===== src/rtl/sio_pkg.sv =====
// Package: shared register selectors, status bit positions and receiver states
// for the serial port. Assumes a 5-bit byte address with word-aligned registers.
package sio_pkg;

    localparam int BUS_ADDR_W = 5;
    localparam int BYTE_W     = 8;

    typedef enum logic [2:0] {
        SEL_ID0   = 3'd0,
        SEL_ID1   = 3'd1,
        SEL_ID2   = 3'd2,
        SEL_ID3   = 3'd3,
        SEL_DATA  = 3'd4,
        SEL_STAT  = 3'd5,
        SEL_DIVLO = 3'd6,
        SEL_DIVHI = 3'd7
    } reg_sel_e;

    // Status bit positions (software decodes them, so they are fixed)
    localparam int ST_FERR  = 0;
    localparam int ST_OERR  = 1;
    localparam int ST_RXIE  = 2;
    localparam int ST_FULL  = 3;
    localparam int ST_ONE   = 4;
    localparam int ST_EMPTY = 5;
    localparam int ST_TXIE  = 6;
    localparam int ST_TXE   = 7;

    typedef enum logic [1:0] {
        RX_IDLE  = 2'd0,
        RX_START = 2'd1,
        RX_DATA  = 2'd2,
        RX_STOP  = 2'd3
    } rx_state_e;

endpackage


===== src/rtl/sio_baud_gen.sv =====
// Tick generator: emits a one-clock tick every divisor+1 clocks.
// Assumes the divisor may change at any time; a lowered divisor takes effect
// at once because the count is compared with >=.
module sio_baud_gen #(
    parameter int DIV_W = 16
) (
    input  logic             clk,
    input  logic             rst_n,
    input  logic [DIV_W-1:0] divisor,
    output logic             tick
);

    logic [DIV_W-1:0] cnt_q;

    // Count clocks up to the divisor and pulse the tick on wrap
    always_ff @(posedge clk) begin
        if (!rst_n) begin
            cnt_q <= '0;
            tick  <= 1'b0;
        end else if (cnt_q >= divisor) begin
            cnt_q <= '0;
            tick  <= 1'b1;
        end else begin
            cnt_q <= cnt_q + 1'b1;
            tick  <= 1'b0;
        end
    end

endmodule


===== src/rtl/sio_tx.sv =====
// Transmitter: takes one byte when idle and shifts out start, data (LSB
// first) and stop bits, OSR ticks per bit. Assumes load is a one-cycle pulse;
// a load while busy is dropped.
module sio_tx #(
    parameter int DATA_W = 8,
    parameter int OSR    = 4
) (
    input  logic              clk,
    input  logic              rst_n,
    input  logic              tick,
    input  logic              load,
    input  logic [DATA_W-1:0] load_data,
    output logic              busy,
    output logic              txd
);

    localparam int FRAME_BITS = DATA_W + 2;
    localparam int SUB_W      = (OSR > 1) ? $clog2(OSR) : 1;
    localparam int BIT_W      = $clog2(FRAME_BITS);
    localparam logic [SUB_W-1:0] SUB_LAST = SUB_W'(OSR - 1);
    localparam logic [BIT_W-1:0] BIT_LAST = BIT_W'(FRAME_BITS - 1);

    logic [FRAME_BITS-1:0] shreg_q;
    logic [SUB_W-1:0]      sub_q;
    logic [BIT_W-1:0]      nbit_q;
    logic                  busy_q;

    // Load a frame when idle, then shift one bit per OSR ticks
    always_ff @(posedge clk) begin
        if (!rst_n) begin
            shreg_q <= '1;
            sub_q   <= '0;
            nbit_q  <= '0;
            busy_q  <= 1'b0;
        end else if (load && !busy_q) begin
            shreg_q <= {1'b1, load_data, 1'b0};
            sub_q   <= '0;
            nbit_q  <= '0;
            busy_q  <= 1'b1;
        end else if (busy_q && tick) begin
            if (sub_q == SUB_LAST) begin
                sub_q   <= '0;
                shreg_q <= {1'b1, shreg_q[FRAME_BITS-1:1]};
                if (nbit_q == BIT_LAST) begin
                    busy_q <= 1'b0;
                end else begin
                    nbit_q <= nbit_q + 1'b1;
                end
            end else begin
                sub_q <= sub_q + 1'b1;
            end
        end
    end

    assign busy = busy_q;
    assign txd  = busy_q ? shreg_q[0] : 1'b1;

endmodule


===== src/rtl/sio_rx.sv =====
// Receiver: synchronises rxd, waits for a falling edge, confirms the start
// bit OSR/2 ticks later, then samples every OSR ticks. Pulses done with the
// byte and a framing flag after the stop bit. Assumes rxd is asynchronous.
module sio_rx #(
    parameter int DATA_W = 8,
    parameter int OSR    = 4
) (
    input  logic              clk,
    input  logic              rst_n,
    input  logic              tick,
    input  logic              rxd,
    output logic              done,
    output logic [DATA_W-1:0] data,
    output logic              ferr
);

    import sio_pkg::*;

    localparam int SUB_W = (OSR > 1) ? $clog2(OSR) : 1;
    localparam int BIT_W = (DATA_W > 1) ? $clog2(DATA_W) : 1;
    localparam logic [SUB_W-1:0] SUB_LAST  = SUB_W'(OSR - 1);
    localparam logic [SUB_W-1:0] HALF_LAST = SUB_W'(OSR / 2 - 1);
    localparam logic [BIT_W-1:0] BIT_LAST  = BIT_W'(DATA_W - 1);

    logic              sync1_q, sync2_q, prev_q;
    logic              fall;
    rx_state_e         state_q;
    logic [SUB_W-1:0]  tcnt_q;
    logic [BIT_W-1:0]  bcnt_q;
    logic [DATA_W-1:0] shreg_q;

    // Two-flop synchroniser plus previous value for edge detection
    always_ff @(posedge clk) begin
        if (!rst_n) begin
            sync1_q <= 1'b1;
            sync2_q <= 1'b1;
            prev_q  <= 1'b1;
        end else begin
            sync1_q <= rxd;
            sync2_q <= sync1_q;
            prev_q  <= sync2_q;
        end
    end

    assign fall = prev_q && !sync2_q;

    // Frame state machine: start confirmation, data shift, stop check
    always_ff @(posedge clk) begin
        if (!rst_n) begin
            state_q <= RX_IDLE;
            tcnt_q  <= '0;
            bcnt_q  <= '0;
            shreg_q <= '0;
            done    <= 1'b0;
            data    <= '0;
            ferr    <= 1'b0;
        end else begin
            done <= 1'b0;
            unique case (state_q)
                RX_IDLE: begin
                    if (fall) begin
                        state_q <= RX_START;
                        tcnt_q  <= '0;
                    end
                end
                RX_START: begin
                    if (tick) begin
                        if (tcnt_q == HALF_LAST) begin
                            tcnt_q  <= '0;
                            bcnt_q  <= '0;
                            state_q <= sync2_q ? RX_IDLE : RX_DATA;
                        end else begin
                            tcnt_q <= tcnt_q + 1'b1;
                        end
                    end
                end
                RX_DATA: begin
                    if (tick) begin
                        if (tcnt_q == SUB_LAST) begin
                            tcnt_q  <= '0;
                            shreg_q <= {sync2_q, shreg_q[DATA_W-1:1]};
                            if (bcnt_q == BIT_LAST) begin
                                state_q <= RX_STOP;
                            end else begin
                                bcnt_q <= bcnt_q + 1'b1;
                            end
                        end else begin
                            tcnt_q <= tcnt_q + 1'b1;
                        end
                    end
                end
                RX_STOP: begin
                    if (tick) begin
                        if (tcnt_q == SUB_LAST) begin
                            tcnt_q  <= '0;
                            done    <= 1'b1;
                            data    <= shreg_q;
                            ferr    <= !sync2_q;
                            state_q <= RX_IDLE;
                        end else begin
                            tcnt_q <= tcnt_q + 1'b1;
                        end
                    end
                end
                default: state_q <= RX_IDLE;
            endcase
        end
    end

endmodule


===== src/rtl/sio_fifo.sv =====
// Receive queue: DEPTH entries, head always visible on rdata. Assumes the
// caller never pushes when full nor pops when empty.
module sio_fifo #(
    parameter int DATA_W = 8,
    parameter int DEPTH  = 4
) (
    input  logic                       clk,
    input  logic                       rst_n,
    input  logic                       push,
    input  logic [DATA_W-1:0]          wdata,
    input  logic                       pop,
    output logic [DATA_W-1:0]          rdata,
    output logic [$clog2(DEPTH+1)-1:0] count
);

    localparam int PTR_W = (DEPTH > 1) ? $clog2(DEPTH) : 1;
    localparam int CNT_W = $clog2(DEPTH + 1);
    localparam logic [PTR_W-1:0] PTR_LAST = PTR_W'(DEPTH - 1);

    logic [DATA_W-1:0] mem_q [DEPTH];
    logic [PTR_W-1:0]  wr_ptr_q, rd_ptr_q;
    logic [CNT_W-1:0]  cnt_q;

    // Store incoming bytes at the write pointer
    always_ff @(posedge clk) begin
        if (push) begin
            mem_q[wr_ptr_q] <= wdata;
        end
    end

    // Advance pointers and track occupancy
    always_ff @(posedge clk) begin
        if (!rst_n) begin
            wr_ptr_q <= '0;
            rd_ptr_q <= '0;
            cnt_q    <= '0;
        end else begin
            if (push) begin
                wr_ptr_q <= (wr_ptr_q == PTR_LAST) ? '0 : wr_ptr_q + 1'b1;
            end
            if (pop) begin
                rd_ptr_q <= (rd_ptr_q == PTR_LAST) ? '0 : rd_ptr_q + 1'b1;
            end
            if (push && !pop) begin
                cnt_q <= cnt_q + 1'b1;
            end else if (pop && !push) begin
                cnt_q <= cnt_q - 1'b1;
            end
        end
    end

    assign rdata = mem_q[rd_ptr_q];
    assign count = cnt_q;

endmodule


===== src/rtl/sio_port.sv =====
// Serial port top: register decode, status/control, error flags, interrupt.
// Assumes one bus strobe per cycle and word-aligned addresses; reads are
// combinational and a DATA read pops the queue at the clock edge.
module sio_port #(
    parameter logic [7:0] ID_B0    = 8'h53,
    parameter logic [7:0] ID_B1    = 8'h49,
    parameter logic [7:0] ID_B2    = 8'h4F,
    parameter logic [7:0] ID_B3    = 8'h01,
    parameter int         RX_DEPTH = 4,
    parameter int         OSR      = 4,
    parameter int         DIV_W    = 16
) (
    input  logic       clk,
    input  logic       rst_n,
    input  logic [4:0] bus_addr,
    input  logic       bus_wr,
    input  logic       bus_rd,
    input  logic [7:0] bus_wdata,
    output logic [7:0] bus_rdata,
    input  logic       rxd,
    output logic       txd,
    output logic       irq
);

    import sio_pkg::*;

    localparam int CNT_W = $clog2(RX_DEPTH + 1);
    localparam logic [CNT_W-1:0] CNT_FULL = CNT_W'(RX_DEPTH);
    localparam logic [CNT_W-1:0] CNT_ONE  = CNT_W'(RX_DEPTH - 1);

    reg_sel_e          sel;
    logic              aligned;
    logic              wr_hit, rd_hit;
    logic              rx_ie_q, tx_ie_q, ferr_q, oerr_q;
    logic [DIV_W-1:0]  div_q;
    logic              tick;
    logic              tx_busy, tx_load;
    logic              rx_done, rx_ferr;
    logic [BYTE_W-1:0] rx_byte, head;
    logic [CNT_W-1:0]  fifo_count;
    logic              q_empty, q_full, push, pop;
    logic              stat_wr;
    logic [7:0]        status;

    assign sel     = reg_sel_e'(bus_addr[4:2]);
    assign aligned = (bus_addr[1:0] == 2'b00);
    assign wr_hit  = bus_wr && aligned;
    assign rd_hit  = bus_rd && aligned;

    assign q_empty = (fifo_count == '0);
    assign q_full  = (fifo_count == CNT_FULL);
    assign push    = rx_done && !q_full;
    assign pop     = rd_hit && (sel == SEL_DATA) && !q_empty;
    assign tx_load = wr_hit && (sel == SEL_DATA);
    assign stat_wr = wr_hit && (sel == SEL_STAT);

    sio_baud_gen #(.DIV_W(DIV_W)) u_baud (
        .clk     (clk),
        .rst_n   (rst_n),
        .divisor (div_q),
        .tick    (tick)
    );

    sio_tx #(.DATA_W(BYTE_W), .OSR(OSR)) u_tx (
        .clk       (clk),
        .rst_n     (rst_n),
        .tick      (tick),
        .load      (tx_load),
        .load_data (bus_wdata),
        .busy      (tx_busy),
        .txd       (txd)
    );

    sio_rx #(.DATA_W(BYTE_W), .OSR(OSR)) u_rx (
        .clk   (clk),
        .rst_n (rst_n),
        .tick  (tick),
        .rxd   (rxd),
        .done  (rx_done),
        .data  (rx_byte),
        .ferr  (rx_ferr)
    );

    sio_fifo #(.DATA_W(BYTE_W), .DEPTH(RX_DEPTH)) u_fifo (
        .clk   (clk),
        .rst_n (rst_n),
        .push  (push),
        .wdata (rx_byte),
        .pop   (pop),
        .rdata (head),
        .count (fifo_count)
    );

    // Divisor bytes: written through the low and high byte registers
    always_ff @(posedge clk) begin
        if (!rst_n) begin
            div_q <= '0;
        end else if (wr_hit && sel == SEL_DIVLO) begin
            div_q[7:0] <= bus_wdata;
        end else if (wr_hit && sel == SEL_DIVHI) begin
            div_q[DIV_W-1:8] <= bus_wdata[DIV_W-9:0];
        end
    end

    // Interrupt enables take the written value on a status write
    always_ff @(posedge clk) begin
        if (!rst_n) begin
            rx_ie_q <= 1'b0;
            tx_ie_q <= 1'b0;
        end else if (stat_wr) begin
            rx_ie_q <= bus_wdata[ST_RXIE];
            tx_ie_q <= bus_wdata[ST_TXIE];
        end
    end

    // Sticky error flags: set by receive events, cleared by writing 0
    always_ff @(posedge clk) begin
        if (!rst_n) begin
            ferr_q <= 1'b0;
            oerr_q <= 1'b0;
        end else begin
            ferr_q <= (ferr_q && !(stat_wr && !bus_wdata[ST_FERR]))
                      || (rx_done && rx_ferr);
            oerr_q <= (oerr_q && !(stat_wr && !bus_wdata[ST_OERR]))
                      || (rx_done && q_full);
        end
    end

    // Assemble the status byte from live state
    always_comb begin
        status           = '0;
        status[ST_FERR]  = ferr_q;
        status[ST_OERR]  = oerr_q;
        status[ST_RXIE]  = rx_ie_q;
        status[ST_FULL]  = q_full;
        status[ST_ONE]   = (fifo_count == CNT_ONE);
        status[ST_EMPTY] = q_empty;
        status[ST_TXIE]  = tx_ie_q;
        status[ST_TXE]   = !tx_busy;
    end

    // Read multiplexer for the selected register
    always_comb begin
        bus_rdata = '0;
        if (rd_hit) begin
            unique case (sel)
                SEL_ID0:   bus_rdata = ID_B0;
                SEL_ID1:   bus_rdata = ID_B1;
                SEL_ID2:   bus_rdata = ID_B2;
                SEL_ID3:   bus_rdata = ID_B3;
                SEL_DATA:  bus_rdata = q_empty ? 8'h00 : head;
                SEL_STAT:  bus_rdata = status;
                SEL_DIVLO: bus_rdata = div_q[7:0];
                SEL_DIVHI: bus_rdata = 8'(div_q[DIV_W-1:8]);
                default:   bus_rdata = '0;
            endcase
        end
    end

    assign irq = (rx_ie_q && (!q_empty || ferr_q || oerr_q)) || (tx_ie_q && !tx_busy);

endmodule



===== config.mk =====
export PLATFORM = sky130hd
export DESIGN_NAME = sio_port
export DESIGN_NICKNAME = d
export VERILOG_FILES = /design/src/rtl/sio_pkg.sv /design/src/rtl/sio_baud_gen.sv /design/src/rtl/sio_tx.sv /design/src/rtl/sio_rx.sv /design/src/rtl/sio_fifo.sv /design/src/rtl/sio_port.sv
export SDC_FILE = /design/constraint.sdc
export NUM_CORES = 1
export LEC_CHECK = 0
export BUFFER_PORTS_ARGS = -buffer_cell sky130_fd_sc_hd__buf_2
export CORE_AREA = 5 5 157 159
export CTS_CLUSTER_SIZE = 28
export DETAILED_ROUTE_END_ITERATION = 16
export DIE_AREA = 0 0 162 164
export PLACE_DENSITY_LB_ADDON = 0.3
export RECOVER_POWER = 25
export SLEW_MARGIN = 20
export SYNTH_ARGS = -nofsm -noshare
export SYNTH_HDL_FRONTEND = slang
export SYNTH_SLANG_ARGS = --single-unit

===== constraint.sdc =====
create_clock -name clk -period 5.2 [get_ports clk]
set_input_delay 1.04 -clock clk [delete_from_list [all_inputs] [get_ports clk]]
set_output_delay 1.04 -clock clk [all_outputs]
set_load 0.02 [all_outputs]

==> results of run 1 <==
cell type report:
| type | count | area (sq um) | share of cell area (%) |
|---|---|---|---|
| Tap cell | 290 | 363 | 5.52 |
| Sequential cell | 122 | 2760 | 42.0 |
| Multi-Input combinational cell | 400 | 2630 | 40.0 |
| Timing Repair Buffer | 27 | 134 | 2.04 |
| Inverter | 31 | 116 | 1.77 |
| Clock inverter | 15 | 140 | 2.13 |
| Clock buffer | 17 | 425 | 6.47 |
registers in the layout, summed over array words and instances, names as in the netlist, 2 cells and up, named ones only:
register	flops
div_q	16
u_fifo.wr_ptr_q	2
u_tx.sub_q	2
u_rx.data	8
u_tx.shreg_q	9
u_baud.cnt_q	16
u_rx.shreg_q	8
u_rx.tcnt_q	2
u_fifo.rd_ptr_q	2
u_rx.bcnt_q	3
u_tx.nbit_q	4
u_fifo.mem_q	32
u_fifo.count	3
power breakdown:
group | switching (mW) | leakage, nW | internal, mW
Clock | 0.449 | 0.264 | 0.665
Sequential | 0.00778 | 1.02 | 0.975
Combinational | 0.0458 | 1.09 | 0.0209
worst max-delay path by stage:
stage,cells past startpoint,endpoint,start
6_report,6,bus_rdata[7],bus_addr[3]
5_1_grt,6,bus_rdata[7],bus_addr[3]
4_1_cts,6,bus_rdata[7],bus_addr[3]
3_5_place_dp,6,bus_rdata[7],bus_addr[3]
3_3_place_gp,6,bus_rdata[7],bus_addr[3]
2_1_floorplan,6,bus_rdata[1],bus_addr[2]
per-layer routing:
metal | part of all wire, % | wire (um) | up-vias | global-route usage (%)
met1 | 45 | 5640 | 1865 | 11.8
met5 | 0.10 | 13 | - | 0
met3 | 2.4 | 300 | 10 | 3.11
met4 | 0.62 | 78 | 2 | 2.54
li1 | - | - | 2073 | -
met2 | 52 | 6530 | 31 | 17.2
logic make-up (layout without fill, tap and decap cells):
family,count (synthesis),in the layout,share of synthesized area (%)
simple gates,214,214,18.3
compound gates,108,108,11.6
flops,122,122,49.1
fa+ha+maj,32,32,7.24
xor+xnor,19,19,2.96
mux,27,27,6.60
buf+inv,58,90,4.22
cell usage in the layout, fill, tap and decap left out, types with 6 or more instances in the layout:
cell,n
dfxtp_1,90
nand2_1,89
nor2_1,52
a21oi_1,48
edfxtp_1,32
ha_1,31
inv_1,30
buf_2,26
o21ai_0,20
mux2i_1,18
clkbuf_16,17
nand3_1,14
xor2_1,12
nor2_2,11
mux4_2,8
nor3_1,7
nand4_1,7
xnor2_1,7
and3_1,6
a221o_1,6
worst max-delay path, cell delays in order:
cell and delay (ns):
buf_2 0.35, nor2b_1 0.39, a22oi_1 0.15, a2bb2oi_1 0.15, nor2_1 0.23, buf_2 0.22
==> flow_metrics.env, run 1 <==
export IMPL_status="complete, but fails checks"
export IMPL_violations="max-capacitance violations, max-slew violations"
export IMPL_whs_endpoint="u_rx.sync2_q"
export IMPL_drive_gt1_share_pct=13.7
export IMPL_leakage_nw=2.37
export IMPL_synthCells=580
export IMPL_io_buffers=27
export IMPL_critical_path_arrival_ns=2.54
export IMPL_hold_depth=1
export IMPL_reg2reg_from="u_fifo.count[0]"
export IMPL_numClockSinks=122
export IMPL_max_slew_margin_pct=-12.3
export IMPL_antenna_found_initial=1
export IMPL_post_route_drc_count=0
export IMPL_clk_pin_slew_ns=0.06
export IMPL_final_setup_skew_ns=0.00974
export IMPL_async_flop_share_pct=0
export IMPL_placed_cell_area_sq_um=6010
export IMPL_synthMostInstantiatedCell="dfxtp_1"
export IMPL_design_area_sq_um=6570
export IMPL_cts_buffer_depth=2
export IMPL_postCtsSetupBuffers=0
export IMPL_clkLatencyLatePin_ns=0.41
export IMPL_firstDrtPassIters=4
export IMPL_setup_viol=0
export IMPL_hold_viol_final=0
export IMPL_crit_path_max_fanout=22
export IMPL_holdCritStartpoint="u_rx.sync1_q"
export IMPL_start_util_pct=24.4
export IMPL_fin_crit_ns=3.58
export IMPL_rr_endpoint="u_fifo.count[2]"
export IMPL_ys_types=56
export IMPL_ir_drop_v=0.000200
export IMPL_drt_iter0_drc=188
export IMPL_wl_per_cell_um=13.9
export IMPL_place_congestion=0.797
export IMPL_htree_levels=4
export IMPL_grt_max_degree=54
export IMPL_vias_per_cell=4.41
export IMPL_min_path_type="reg2reg"
export IMPL_synth_top_area_cell="dfxtp_1"
export IMPL_cts_root_buffer="clkbuf_16"
export IMPL_synth_seq_area_share_pct=49.1
export IMPL_grt_first_pass_wirelength_mm=20.5
export IMPL_nFillCells=2488
export IMPL_power_density_nw_per_um2=329
export IMPL_syn_avg_cell_area_sq_um=9.71
export IMPL_grtUsageTotal_pct=9.86
export IMPL_final_util_pct=28.4
export IMPL_startpoint_type="input pin"
export IMPL_cts_hold_buf=0
export IMPL_worstMarginPinSlew_ns=1.68
export IMPL_netlist_area_sq_um=5630
export IMPL_fmax_mhz=279
export IMPL_drt_total_wl_mm=12.6
export IMPL_rrSetupSlack_ns=2.57
export IMPL_finalCritPeriodShare_pct=68.8
export IMPL_numCtsBuffers=17
export IMPL_synthFlopType="dfxtp_1"
export IMPL_fin_nets=649
export IMPL_placedCellCount=870
export IMPL_synth_common_cells="90 x dfxtp_1, 89 x nand2_1, 52 x nor2_1"
export IMPL_placement_rows=56
export IMPL_required_ns=4.16
export IMPL_setup_tns_final_ns=0
export IMPL_reg2reg_depth=9
export IMPL_synth_edf_count=32
export IMPL_slew_viol_final=54
export IMPL_final_cells=902
export IMPL_post_cts_resized=0
export IMPL_total_power_mw=2.16
export IMPL_end_kind="output port"
export IMPL_die_area_sq_um=26600
export IMPL_num_vias=3981
export IMPL_pre_cts_slack_ns=1.62
export IMPL_syn2layout_area_growth_pct=16.7
export IMPL_ys_seq_elements=122
export IMPL_synthTopCellsByArea="dfxtp_1 32%, edfxtp_1 17%, ha_1 6.9%"
export IMPL_dpl_hpwl_mm=9.07
export IMPL_fp_dieW_um=162
export IMPL_core_sq_um=23100
export IMPL_whs_ns=0.405
export IMPL_ios=28
export IMPL_rsz0062_at_grt="false"
export IMPL_setup_slack_ns=1.62
export IMPL_synth_top_area_share_pct=32.0
export IMPL_cts_tree="yes"
export IMPL_die_y_um=164
export IMPL_n_antenna_cell=0
export IMPL_yosysWarningCount=0
export IMPL_syn_nets=630
export IMPL_ant_nets=0
export IMPL_grt_pass1_vias=3834
export IMPL_overflow=0
export IMPL_drv_cap=1
export IMPL_crit_type="in2out"
No activity file was read; power rests on OpenSTA's default activity.
==> run 2: changes to the inputs <==
==> constraint.sdc (replaced) <==
create_clock -name clk -period 2.9 [get_ports clk]
set_input_delay 0.58 -clock clk [delete_from_list [all_inputs] [get_ports clk]]
set_output_delay 0.58 -clock clk [all_outputs]
set_load 0.02 [all_outputs]
==> run 2 against run 1 <==
The flow now finishes without violations. Highest routed layer is now met4. Clock skew rose by 0.0017 ns. Sequential cell count did not move. Count of clock-buffer cells in the layout rose by 1.
==> flow_metrics.env, run 2 (synthesis results as in run 1) <==
export IMPL_status="complete, no violations"
export IMPL_rsz0062_at_grt="false"
export IMPL_slew_viol_final=0
export IMPL_fin_nets=661
export IMPL_grt_pass1_vias=3980
export IMPL_required_ns=2.32
export IMPL_grt_first_pass_wirelength_mm=20.8
export IMPL_postCtsSetupBuffers=0
export IMPL_vias_per_cell=4.43
export IMPL_reg2reg_from="u_fifo.count[0]"
export IMPL_final_setup_skew_ns=0.0114
export IMPL_cts_hold_buf=0
export IMPL_largest_reg_flops=32
export IMPL_startpoint_type="flop"
export IMPL_design_area_sq_um=6640
export IMPL_post_route_drc_count=0
export IMPL_overflow=0
export IMPL_cp_endpoint="bus_rdata[0]"
export IMPL_final_common_cell="dfxtp_1"
export IMPL_die_y_um=164
export IMPL_post_cts_resized=0
export IMPL_syn2layout_area_growth_pct=17.9
export IMPL_cts_buffer_depth=2
export IMPL_fp_dieW_um=162
export IMPL_fin_crit_ns=2.66
export IMPL_firstDrtPassIters=4
export IMPL_layout_common_cells="90 x dfxtp_1, 89 x nand2_1, 52 x nor2_1"
export IMPL_grt_max_degree=29
export IMPL_hold_viol_final=0
export IMPL_crit_type="reg2out"
export IMPL_rrSetupSlack_ns=0.44
export IMPL_drv_cap=0
export IMPL_die_area_sq_um=26600
export IMPL_setup_viol=0
export IMPL_start_util_pct=24.4
export IMPL_wl_per_cell_um=13.8
export IMPL_reg2reg_depth=9
export IMPL_numCtsBuffers=17
export IMPL_max_slew_margin_pct=45.4
export IMPL_setup_tns_final_ns=0
export IMPL_hold_depth=2
export IMPL_crit_path_max_fanout=5
export IMPL_total_power_mw=3.81
export IMPL_antenna_found_initial=0
export IMPL_placed_cell_area_sq_um=6110
export IMPL_power_density_nw_per_um2=574
export IMPL_worstMarginPinSlew_ns=0.819
export IMPL_critical_path_arrival_ns=2.08
export IMPL_placement_rows=56
export IMPL_end_kind="output port"
export IMPL_drt_total_wl_mm=12.6
export IMPL_cts_root_buffer="clkbuf_16"
export IMPL_leakage_nw=2.42
export IMPL_drive_gt1_share_pct=15.1
export IMPL_core_sq_um=23100
export IMPL_min_path_type="in2reg"
export IMPL_top_regs="u_fifo.mem_q: 32 flops, div_q: 16 flops, u_baud.cnt_q: 16 flops"
export IMPL_ant_nets=0
export IMPL_io_buffers=27
export IMPL_num_vias=4048
export IMPL_grtUsageTotal_pct=9.98
export IMPL_dpl_hpwl_mm=9.33
export IMPL_drt_iter0_drc=166
export IMPL_n_antenna_cell=0
export IMPL_place_congestion=0.780
export IMPL_clkLatencyLatePin_ns=0.41
export IMPL_rr_endpoint="u_fifo.count[2]"
export IMPL_clk_pin_slew_ns=0.06
export IMPL_ios=28
export IMPL_fmax_mhz=376
export IMPL_cts_tree="yes"
export IMPL_ir_drop_v=0.000428
export IMPL_finalCritPeriodShare_pct=91.7
export IMPL_largest_register="u_fifo.mem_q"
export IMPL_numClockSinks=122
export IMPL_htree_levels=4
run 2: cell count changes in the layout (fill, tap and decap cells not counted):
| cell | delta |
|---|---|
| clkinv_2 | +2 |
| inv_2 | +1 |
| clkinv_1 | -2 |
| bufinv_16 | -1 |
| buf_2 | -1 |
| clkinvlp_4 | -1 |
| buf_12 | +1 |
| clkbuf_1 | +5 |
| inv_1 | -1 |
| clkinv_4 | +1 |
| buf_4 | +8 |
run 2: worst min-delay path by stage:
| stage | startpoint | end |
|---|---|---|
| 2_1_floorplan | u_rx.sync1_q | u_rx.sync2_q |
| 3_3_place_gp | u_rx.sync1_q | u_rx.sync2_q |
| 3_5_place_dp | u_rx.sync1_q | u_rx.sync2_q |
| 4_1_cts | rxd | u_rx.sync1_q |
| 5_1_grt | rxd | u_rx.sync1_q |
| 6_report | rxd | u_rx.sync1_q |
run 2: metal layers:
| layer | GRT usage, % | up-vias | part of all wire [%] |
|---|---|---|---|
| met5 | 0 | - | 0 |
| met3 | 2.61 | 10 | 2.0 |
| met2 | 18.0 | 27 | 53 |
| li1 | - | 2096 | - |
| met1 | 11.6 | 1915 | 44 |
| met4 | 3.11 | 0 | 1.0 |
run 2: layout make-up:
class	count	area, sq um
multi-input combinational	400	2630
clock inverter	14	114
inverter	31	116
sequential	122	2760
fill	2437	16500
timing repair buffer	39	224
clock buffer	18	429
tap	290	363
run 2: worst max-delay path, stage by stage (launching register included):
cell,delay [ns]
dfxtp_1,0.45
buf_4,0.22
mux4_2,0.51
nand2_1,0.09
a41oi_1,0.15
buf_2,0.23
run 2: power breakdown:
part / switching [mW] / leakage (nW) / total, mW / internal (mW)
combinational: 0.0899 / 1.14 / 0.136 / 0.0457
sequential: 0.00897 / 1.02 / 1.76 / 1.75
clock: 0.810 / 0.260 / 1.92 / 1.11
total: 0.909 / 2.42 / 3.81 / 2.90
run 2: stage by stage:
step                      worst slack [ns]  hold slack (ns)  std cells  util, %
after floorplan                      0.437            0.386        580        -
after global placement               0.441            0.403        882     26.4
after detailed placement             0.412            0.405        882     26.4
after CTS                            0.207            0.322        914     28.8
after global routing                 0.120            0.344        914     28.7
final                                0.240            0.341        914     28.7
==> run 3: changes to the inputs <==
--- a/config.mk
+++ b/config.mk
@@ -7,10 +7,9 @@
 export LEC_CHECK = 0
 export BUFFER_PORTS_ARGS = -buffer_cell sky130_fd_sc_hd__buf_2
 export CORE_AREA = 5 5 157 159
-export CTS_CLUSTER_SIZE = 28
 export DETAILED_ROUTE_END_ITERATION = 16
 export DIE_AREA = 0 0 162 164
-export PLACE_DENSITY_LB_ADDON = 0.3
+export PLACE_DENSITY = 0.52
 export RECOVER_POWER = 25
 export SLEW_MARGIN = 20
 export SYNTH_ARGS = -nofsm -noshare
==> run 3 against run 2 <==
Sequential power barely moved. Non-clock buffer count did not move. Clock power rose by 11%. First-iteration DRC count rose by 10%. Count of clock-buffer cells in the layout fell by 1. Total power rose by 5.4%. Critical endpoint is now bus_rdata[1]. Largest cell class unchanged. Cell area rose by 0.72%. Maximum frequency fell by 1.3%. Clock skew barely moved.
==> flow_metrics.env, run 3 (synthesis results as in run 1) <==
export IMPL_drt_total_wl_mm=12.7
export IMPL_cts_tree="yes"
export IMPL_cts_root_buffer="clkbuf_16"
export IMPL_wl_per_cell_um=13.9
export IMPL_postCtsSetupBuffers=0
export IMPL_post_route_drc_count=0
export IMPL_numCtsBuffers=17
export IMPL_fin_nets=661
export IMPL_die_y_um=164
export IMPL_die_area_sq_um=26600
export IMPL_num_vias=4054
export IMPL_crit_type="reg2out"
export IMPL_rsz0062_at_grt="false"
export IMPL_vias_per_cell=4.44
export IMPL_slew_viol_final=0
export IMPL_grt_pass1_vias=3926
export IMPL_final_common_cell="dfxtp_1"
export IMPL_end_kind="output port"
export IMPL_total_power_mw=4.02
export IMPL_clk_pin_slew_ns=0.06
export IMPL_critical_path_arrival_ns=2.11
export IMPL_ant_nets=0
export IMPL_grtUsageTotal_pct=9.96
export IMPL_setup_viol=0
export IMPL_placement_rows=56
export IMPL_syn2layout_area_growth_pct=18.8
export IMPL_worstMarginPinSlew_ns=0.836
export IMPL_design_area_sq_um=6690
export IMPL_drv_cap=0
export IMPL_layout_common_cells="90 x dfxtp_1, 89 x nand2_1, 52 x nor2_1"
export IMPL_required_ns=2.32
export IMPL_placed_cell_area_sq_um=6100
export IMPL_ios=28
export IMPL_ir_drop_v=0.000420
export IMPL_fp_dieW_um=162
export IMPL_max_slew_margin_pct=44.3
export IMPL_cts_hold_buf=0
export IMPL_start_util_pct=24.4
export IMPL_fin_crit_ns=2.69
export IMPL_core_sq_um=23100
export IMPL_finalCritPeriodShare_pct=92.9
export IMPL_firstDrtPassIters=4
export IMPL_n_antenna_cell=0
export IMPL_nFillCells=2427
export IMPL_final_setup_skew_ns=0.0112
export IMPL_startpoint_type="flop"
export IMPL_place_congestion=0.793
export IMPL_crit_path_max_fanout=5
export IMPL_hold_viol_final=0
export IMPL_grt_first_pass_wirelength_mm=20.7
export IMPL_grt_max_degree=27
export IMPL_post_cts_resized=0
export IMPL_largest_register="u_fifo.mem_q"
export IMPL_antenna_found_initial=0
export IMPL_drt_iter0_drc=183
export IMPL_power_density_nw_per_um2=601
export IMPL_leakage_nw=2.44
export IMPL_setup_tns_final_ns=0
export IMPL_clkLatencyLatePin_ns=0.42
export IMPL_status="complete, no violations"
export IMPL_top_regs="u_fifo.mem_q: 32 flops, div_q: 16 flops, u_baud.cnt_q: 16 flops"
export IMPL_min_path_type="in2reg"
export IMPL_largest_reg_flops=32
export IMPL_cts_buffer_depth=2
export IMPL_overflow=0
export IMPL_dpl_hpwl_mm=9.42
export IMPL_drive_gt1_share_pct=15.1
export IMPL_htree_levels=4
export IMPL_whs_ns=0.346
export IMPL_numClockSinks=122
export IMPL_fmax_mhz=371
export IMPL_io_buffers=27
[run 3: layer usage]
| metal | GRT usage (%) | part of all wire [%] |
|---|---|---|
| met2 | 17.4 | 51 |
| met5 | 0 | 0 |
| met3 | 2.66 | 2.4 |
| met4 | 3.27 | 1.3 |
| met1 | 11.9 | 46 |
[run 3: critical path: stages (launching register included)]
cell,delay [ns]
dfxtp_1,0.51
buf_4,0.22
mux4_2,0.54
a21oi_1,0.19
nor2_1,0.07
buf_2,0.16
[run 3: cell type report]
class | count | area, sq um | share of cell area (%)
multi-input combinational | 400 | 2630 | 39.3
tap | 290 | 363 | 5.43
sequential | 122 | 2760 | 41.3
timing repair buffer | 39 | 215 | 3.22
clock buffer | 17 | 425 | 6.36
clock inverter | 15 | 174 | 2.60
inverter | 31 | 116 | 1.74
[run 3: through the flow]
step | utilization, % | setup WS, ns | std cells
2_1_floorplan | - | 0.437 | 580
3_3_place_gp | 26.4 | 0.412 | 882
3_5_place_dp | 26.4 | 0.370 | 882
4_1_cts | 29.0 | 0.152 | 914
5_1_grt | 28.9 | 0.0468 | 914
6_report | 28.9 | 0.207 | 914
[run 3: path summary, 6_finish.rpt]
check	slack (ns)	depth (start not counted)	end	startpoint
setup reg to reg	0.43	9	u_fifo.count[2]	u_fifo.count[0]
hold reg to reg	0.41	1	u_rx.sync2_q	u_rx.sync1_q
hold / removal	0.35	2	u_rx.sync1_q	rxd
setup / recovery	0.21	5	bus_rdata[1]	flop
[run 3: where the power goes]
| group | internal (mW) | switching (mW) | total [mW] |
|---|---|---|---|
| logic | 0.0439 | 0.0892 | 0.133 |
| registers | 1.75 | 0.00921 | 1.76 |
| clock network | 1.35 | 0.778 | 2.13 |
